[src/rtl/lcdc_regs.sv]
module lcdc_regs #(
  parameter int FRAME_DIV = 0
) (
  input  logic        clk,
  input  logic        rst_n,
  input  logic        bus_wr,
  input  logic [11:0] bus_addr,
  input  logic [31:0] bus_wdata,
  output logic [31:0] bus_rdata,
  input  logic        swap_layout,
  input  logic        alt_id,
  input  logic        frame_tick,
  output logic        irq,
  output logic        active,
  output logic [2:0]  bpp_code,
  output logic        bgr_order,
  output logic        be_byte,
  output logic        be_pixel,
  output logic [31:0] upper_base,
  output logic [31:0] lower_base,
  output logic [10:0] pix_per_line,
  output logic [10:0] lines_per_panel
);
  localparam int CW = (FRAME_DIV > 1) ? $clog2(FRAME_DIV) : 1;

  logic [31:0] tim_q [4];
  logic [31:0] up_q, lo_q, ctl_q, msk_q;
  logic [1:0]  raw_q;
  logic [9:0]  idx;
  logic        ctl_sel, msk_sel, tick_set, div_hit;
  logic [31:0] raw_w, mis_w;

  assign idx     = bus_addr[11:2];
  assign ctl_sel = swap_layout ? (idx == 10'd6) : (idx == 10'd7);
  assign msk_sel = swap_layout ? (idx == 10'd7) : (idx == 10'd6);

  assign active    = ctl_q[0] & ctl_q[11];
  assign bpp_code  = ctl_q[3:1];
  assign bgr_order = ctl_q[8];
  assign be_byte   = ctl_q[9];
  assign be_pixel  = ctl_q[10];
  assign upper_base = up_q;
  assign lower_base = lo_q;
  assign pix_per_line    = ({3'b0, tim_q[0][7:2]} + 11'd1) << 2 << 2;
  assign lines_per_panel = {1'b0, tim_q[1][9:0]} + 11'd1;

  assign raw_w = {28'b0, raw_q, 2'b00};
  assign mis_w = raw_w & msk_q;
  assign irq   = |mis_w;

  generate
    if (FRAME_DIV > 0) begin : g_div
      logic [CW-1:0] cnt_q;
      assign div_hit = (cnt_q == CW'(FRAME_DIV - 1));
      always_ff @(posedge clk) begin
        if (!rst_n || !active || div_hit) cnt_q <= '0;
        else                              cnt_q <= cnt_q + 1'b1;
      end
    end else begin : g_ext
      assign div_hit = 1'b0;
    end
  endgenerate

  assign tick_set = active & (frame_tick | div_hit);

  always_ff @(posedge clk) begin
    if (!rst_n) begin
      for (int i = 0; i < 4; i++) tim_q[i] <= '0;
      up_q  <= '0;
      lo_q  <= '0;
      ctl_q <= '0;
      msk_q <= '0;
      raw_q <= '0;
    end else begin
      if (bus_wr) begin
        if (idx < 10'd4)  tim_q[idx[1:0]] <= bus_wdata;
        if (idx == 10'd4) up_q <= bus_wdata;
        if (idx == 10'd5) lo_q <= bus_wdata;
        if (ctl_sel)      ctl_q <= bus_wdata;
        if (msk_sel)      msk_q <= bus_wdata;
      end
      if (tick_set)
        raw_q <= 2'b11;
      else if (bus_wr && idx == 10'd10)
        raw_q <= raw_q & ~bus_wdata[3:2];
    end
  end

  function automatic logic [7:0] id_byte(input logic [2:0] n, input logic alt);
    case (n)
      3'd0:    id_byte = alt ? 8'h11 : 8'h10;
      3'd1:    id_byte = 8'h11;
      3'd2:    id_byte = alt ? 8'h24 : 8'h04;
      3'd3:    id_byte = 8'h00;
      3'd4:    id_byte = 8'h0D;
      3'd5:    id_byte = 8'hF0;
      3'd6:    id_byte = 8'h05;
      default: id_byte = 8'hB1;
    endcase
  endfunction

  always_comb begin
    bus_rdata = '0;
    if (bus_addr[11:5] == 7'h7F) begin
      bus_rdata = {24'b0, id_byte(bus_addr[4:2], alt_id)};
    end else begin
      case (idx)
        10'd0, 10'd1, 10'd2, 10'd3: bus_rdata = tim_q[idx[1:0]];
        10'd4, 10'd11: bus_rdata = up_q;
        10'd5, 10'd12: bus_rdata = lo_q;
        10'd6:  bus_rdata = swap_layout ? ctl_q : msk_q;
        10'd7:  bus_rdata = swap_layout ? msk_q : ctl_q;
        10'd8:  bus_rdata = raw_w;
        10'd9:  bus_rdata = mis_w;
        default: bus_rdata = '0;
      endcase
    end
  end
endmodule


[config.mk]
export PLATFORM = sky130hd
export DESIGN_NAME = lcdc_regs
export DESIGN_NICKNAME = d
export VERILOG_FILES = /design/src/rtl/lcdc_regs.sv
export SDC_FILE = /design/constraint.sdc
export NUM_CORES = 1
export LEC_CHECK = 0
export BUFFER_PORTS_ARGS = -buffer_cell sky130_fd_sc_hd__buf_4
export CAP_MARGIN = 20
export CORE_UTILIZATION = 57
export CTS_CLUSTER_SIZE = 40
export DETAILED_ROUTE_END_ITERATION = 6
export PLACE_DENSITY = 0.8
export SLEW_MARGIN = 20
export SYNTH_ARGS = -nofsm -noshare
export SYNTH_HDL_FRONTEND = slang
export SYNTH_SLANG_ARGS = --single-unit
[constraint.sdc]
create_clock -name clk -period 5.3 [get_ports clk]
set_input_delay 0.265 -clock clk [delete_from_list [all_inputs] [get_ports clk]]
set_output_delay 0.265 -clock clk [all_outputs]
set_load 0.005 [all_outputs]
; ---- After elaboration in Yosys (flattened, before gate mapping)
; Memory sizes are Yosys's and may differ from the RTL's.
; Cells that the tools add are included.
[word_totals]
ff_bits = 130
ram_bits = 128
in_bits = 50
out_inout_bits = 126
elab_cells = 65
n_memories = 1
[classes]
addsub = 2
magnitude_cmp = 1
n_eq_ne = 19
muxes = 19
bitwise = 5
n_reduce_logical = 13
[mem_list]
columns = memory, words, word_bits, rd, rd_ports_with_merged_regs, wr, line_no
row1 = tim_q, 4, 32, 3, 0, 4, 26  ; logic [31:0] tim_q [4];
[ops]
columns = op, count
row1 = 32-bit case mux with 7 select lines, 1
row2 = 32-bit two-way mux, 4
row3 = 32-bit OR reduction, 2
row4 = 8-bit case mux with 7 select lines, 1
row5 = 10-bit by 4-bit equality test with 1-bit output (second input constant), 5
row6 = 10-bit by 3-bit equality test with 1-bit output (second input constant), 4
row7 = 4-bit by 32-bit AND with 32-bit output, 1
row8 = 10-bit by 2-bit equality test with 1-bit output (second input constant), 2
row9 = 10-bit by 1-bit adder with 11-bit output (second input constant), 1
row10 = 10-bit by 1-bit equality test with 1-bit output (second input constant), 1
row11 = 10-bit logical NOT, 1
row12 = 10-bit by 3-bit less-than comparator with 1-bit output (second input constant), 1
row13 = 3-bit equality test (second input constant), 3
row14 = 1-bit two-way mux, 9
row15 = 2-bit AND reduction, 4
row16 = 6-bit by 1-bit adder with 7-bit output (second input constant), 1
row17 = 7-bit equality test (second input constant), 1
row18 = 3-bit by 2-bit equality test with 1-bit output (second input constant), 2
row19 = 2-bit two-way mux, 3
row20 = 6-bit two-way mux, 1
row21 = 2-bit OR reduction, 2
row22 = 4-bit OR reduction, 1
row23 = 3-bit by 1-bit equality test with 1-bit output (second input constant), 1
row24 = 3-bit logical NOT, 1
row25 = other kinds (5), 6

; ---- Logic depth before layout (Yosys ltp)
[depth]
ltp_word = 7
depth_mapped = 9
depth_no_buf = 5

; ---- Least setup slack after synthesis
; Ideal clock, no wire load.
[synth_timing]
kind = input to register
from = input bus_addr[7]
to = memory tim_q[3][0], enable pin
setup_time_ps = 511
t_arrival_ps = 4129
required_ps = 4789
setup_slack_ps = 661
path_stages = 3
n_path_buf = 0
path_cell_list = nor4_4 > nand3_1 > o41ai_1
[synth_rtl]
columns = element, line_no
row1 = "start, declared", 7  ; input logic [11:0] bus_addr,
row2 = "end, declared", 26

; ---- Final worst setup path
[layout_timing]
from = input bus_addr[2]
to = output bus_rdata[26]
[layout_between]
elab_chain_len = 4
elab_cells_between_ends = 18
cone_classes = 11 x eq/ne / 2 x mux / 4 x reduce/logical / 1 x memory
[layout_rtl]
columns = element, line_no
row1 = "10-bit by 1-bit equality test with 1-bit output, or another cell as far along", 107  ; case (idx)
row2 = 4-bit OR reduction / 2-bit OR reduction (equally long branches), 107
row3 = 32-bit case mux with 7 select lines (*), 107
row4 = 32-bit two-way mux (*), 104  ; if (bus_addr[11:5] == 7'h7F) begin
row5 = "end, declared", 9  ; output logic [31:0] bus_rdata,
; Every way passes the cells marked *; elsewhere a longest branch is shown, timed or not.

==> metrics.md <==
| Metric | Value |
|---|---|
| Synth Register Bits | 258 |
| Drt wl/cell | 21.7 um |
| Ys flop type | dfxtp_1 |
| Synth unique cells | 55 |
| Setup crit start kind | input port |
| DRC viols | 3 |
| Vias in the first global route | 9119 |
| Critical path class | in2out |
| Clock Path Buffers | 3 |
| Highest clock rate | 322 MHz |
| Antenna violations before repair | 0 |
| Avg Cell Area, Syn | 10.7 um2 |
| Row Count | 52 |
| Required time worst endpoint | 5.04 ns |
| Via density | 6.26 |
| All-Layer GR Usage | 30.6% |
| DR vias | 9590 |
| Cell area after synthesis | 0.0121 mm2 |
| Final HPWL DP | 19.6 mm |
| Leak | 5.30 nW |
| Final nets | 1294 |
| Total grt overflow | 0 |
| Share of the synthesized area in the top cell type | 31.8% |
| Slew margin rel. | 25.9% |
| Worst vdd ir | 0.000258 V |
| Status | complete, but fails checks |
| Place WS | 2.24 ns |
| MaxCap Viol Count | 0 |
| Largest net degree at the start of global routing | 107 |
| RSZ-0062 raised after global routing | false |
| Die Ht | 148 um |
| Final WS setup | 2.20 ns |
| Hold Fails Final Rpt | 0 |
| Synth top area cells | edfxtp_1 32%, dfxtp_1 22%, nand2_1 8.0% |
| Worst Tran Pin Value | 1.11 ns |
| Final period utilization | 58.5% |
| Port Buf Inserts | 169 |
| Placed cells | 1484 |
| Clock root cell | clkbuf_16 |
| Async SR Flop Fraction | 0% |
| Worst skew pair latency | 0.52 ns |
| Power Total | 4.19 mW |
| P&R area growth vs syn | 17.6% |
| EDFF count, synth | 128 |
| Critical path data arrival time | 2.84 ns |
| Layout cells sized above 1 | 25.9% |
| Initial Util | 58.9% |
| Area leader, netlist | edfxtp_1 |
| Fin cells | 1532 |
| First-pass GRT wire length | 51.2 mm |
| Setup_tns | 0 ns |
| CTS resizes | 0 |
| Die ar. | 0.0218 mm2 |
| I/O pins | 176 |
| Final Max Slew Viols | 0 |
| Cells after Synth | 1124 |
| Post-route ant nets | 0 |
| Final Core Density | 69.3% |
| Failing checks | design-rule violations |
| Worst hold path class | in2reg |
| CTS Buf Count | 26 |
| Total Wirelength | 33.3 mm |
| PD cells | 295 mW/mm2 |
| Final setup violation count | 0 |
| 1st-pass router iterations | 7 |
| Min Tclk post-route | 3.10 ns |
| Die W | 148 um |
| Ant. Diodes | 0 |
| Crit-path max FO | 44 |
| DRT iter0 DRCs | 1031 |
| Sequential area share after synthesis | 53.4% |
| Worst setup EP type | output port |
| CTS Hold Bufs | 0 |
| CORE AREA | 0.0205 mm2 |
| Post-CTS Setup Inserts | 0 |
| H-tree Lvls | 1 |
| Clock transition at path regs | 0.06 ns |
| Clock sinks | 258 |
| YS warnings | 0 |
| GP Congestion | 0.857 |
| CTS tree | built |
| Clock Skews | 0.00371 ns |
[where the power goes]
group	internal, mW	switching, mW
clock network	1.01	0.750
logic	0.109	0.161
registers	2.14	0.0212
total	3.26	0.932
[state kept, by name, indices dropped and copies added (netlist names)]
name and flops:
upper_base 32, ctl_q 32, raw_q 2, lower_base 32, msk_q 32, tim_q 128
[metal layers]
metal / GRT usage, % / routed length, um
met5: 0 / 0
met4: 13.1 / 1350
met3: 4.20 / 3230
met2: 50.2 / 15800
met1: 40.8 / 12900
[layout by cell type, fill, tap and decap left out, types with 3 or more instances in the layout]
cell,netlist,final
a21boi_0,36,36
a21boi_1,60,60
a21oi_1,4,4
a221oi_1,4,4
a222oi_1,26,26
a22o_1,5,5
a22oi_1,24,24
a32oi_1,3,3
and2_1,67,66
and3_1,70,70
buf_4,10,188
clkbuf_1,64,11
clkbuf_16,0,28
clkbuf_8,0,3
clkinv_2,0,4
conb_1,1,4
dfxtp_1,130,130
edfxtp_1,128,128
mux2i_1,3,3
mux4_2,32,32
nand2_1,256,254
nand2b_1,5,4
nand3_1,15,15
nand3_2,28,28
nand4_1,3,3
nor2_1,14,10
nor2_2,1,3
nor3_1,4,3
o21ai_0,28,28
o21ai_1,6,6
o21ai_2,28,28
xnor2_1,11,11
xor2_1,3,3
[worst paths after layout]
kind                       endpoint  slack, ns              startpoint  depth (start not counted)
max reg2reg   raw_q[1]$_SDFFE_PN0P_       4.17  ctl_q[11]$_SDFFE_PN0P_                          3
min          ctl_q[13]$_SDFFE_PN0P_       0.01           bus_wdata[13]                          3
max                   bus_rdata[26]       2.20             bus_addr[2]                          7
min reg2reg  ctl_q[31]$_SDFFE_PN0P_       0.46  ctl_q[31]$_SDFFE_PN0P_                          2
[final cells by class]
cell class,instances,area [um2]
Clock buffer,42,783
Inverter,2,7.51
Clock inverter,6,27.5
Sequential cell,258,6450
Tap cell,270,338
Fill cell,1493,6300
Multi-Input combinational cell,766,5180
Timing Repair Buffer,188,1410
[kinds of logic (layout without fill, tap and decap cells)]
| group | after synthesis | after routing | synth area share, % |
|---|---|---|---|
| fa+ha+maj | 2 | 2 | 0.207 |
| simple gates | 478 | 478 | 20.1 |
| mux | 35 | 35 | 6.22 |
| flops | 258 | 258 | 53.4 |
| other cells | 1 | 4 | 0.0311 |
| compound gates | 232 | 232 | 14.7 |
| xor+xnor | 15 | 15 | 1.15 |
| buf+inv | 103 | 238 | 4.19 |
[cells in the mapped netlist, types with 5 or more instances]
library cell  instances
nand2b_1              5
nand3_1              15
a222oi_1             26
mux4_2               32
buf_2                17
edfxtp_1            128
o21ai_1               6
and2_1               67
xnor2_1              11
clkbuf_1             64
buf_4                10
dfxtp_1             130
nor2_1               14
and3_1               70
nand2_1             256
a22oi_1              24
o21ai_0              28
buf_6                 5
a21boi_1             60
o21ai_2              28
nand3_2              28
a21boi_0             36
a22o_1                5
[worst max-delay path, stage by stage]
cell and delay (ns):
buf_4 0.58, xor2_2 0.42, nor3_4 0.78, buf_4 0.37
a222oi_1 0.10, o21ai_0 0.14, buf_4 0.16
[metrics by stage]
stage	hold WS [ns]	cell area, um2
4_1_cts	0.00380	14200
2_1_floorplan	0.355	12100
3_5_place_dp	0.450	13400
5_1_grt	0.0170	14200
6_report	0.0130	14200
3_3_place_gp	0.439	13400
Power figures use the tool's default switching activity.
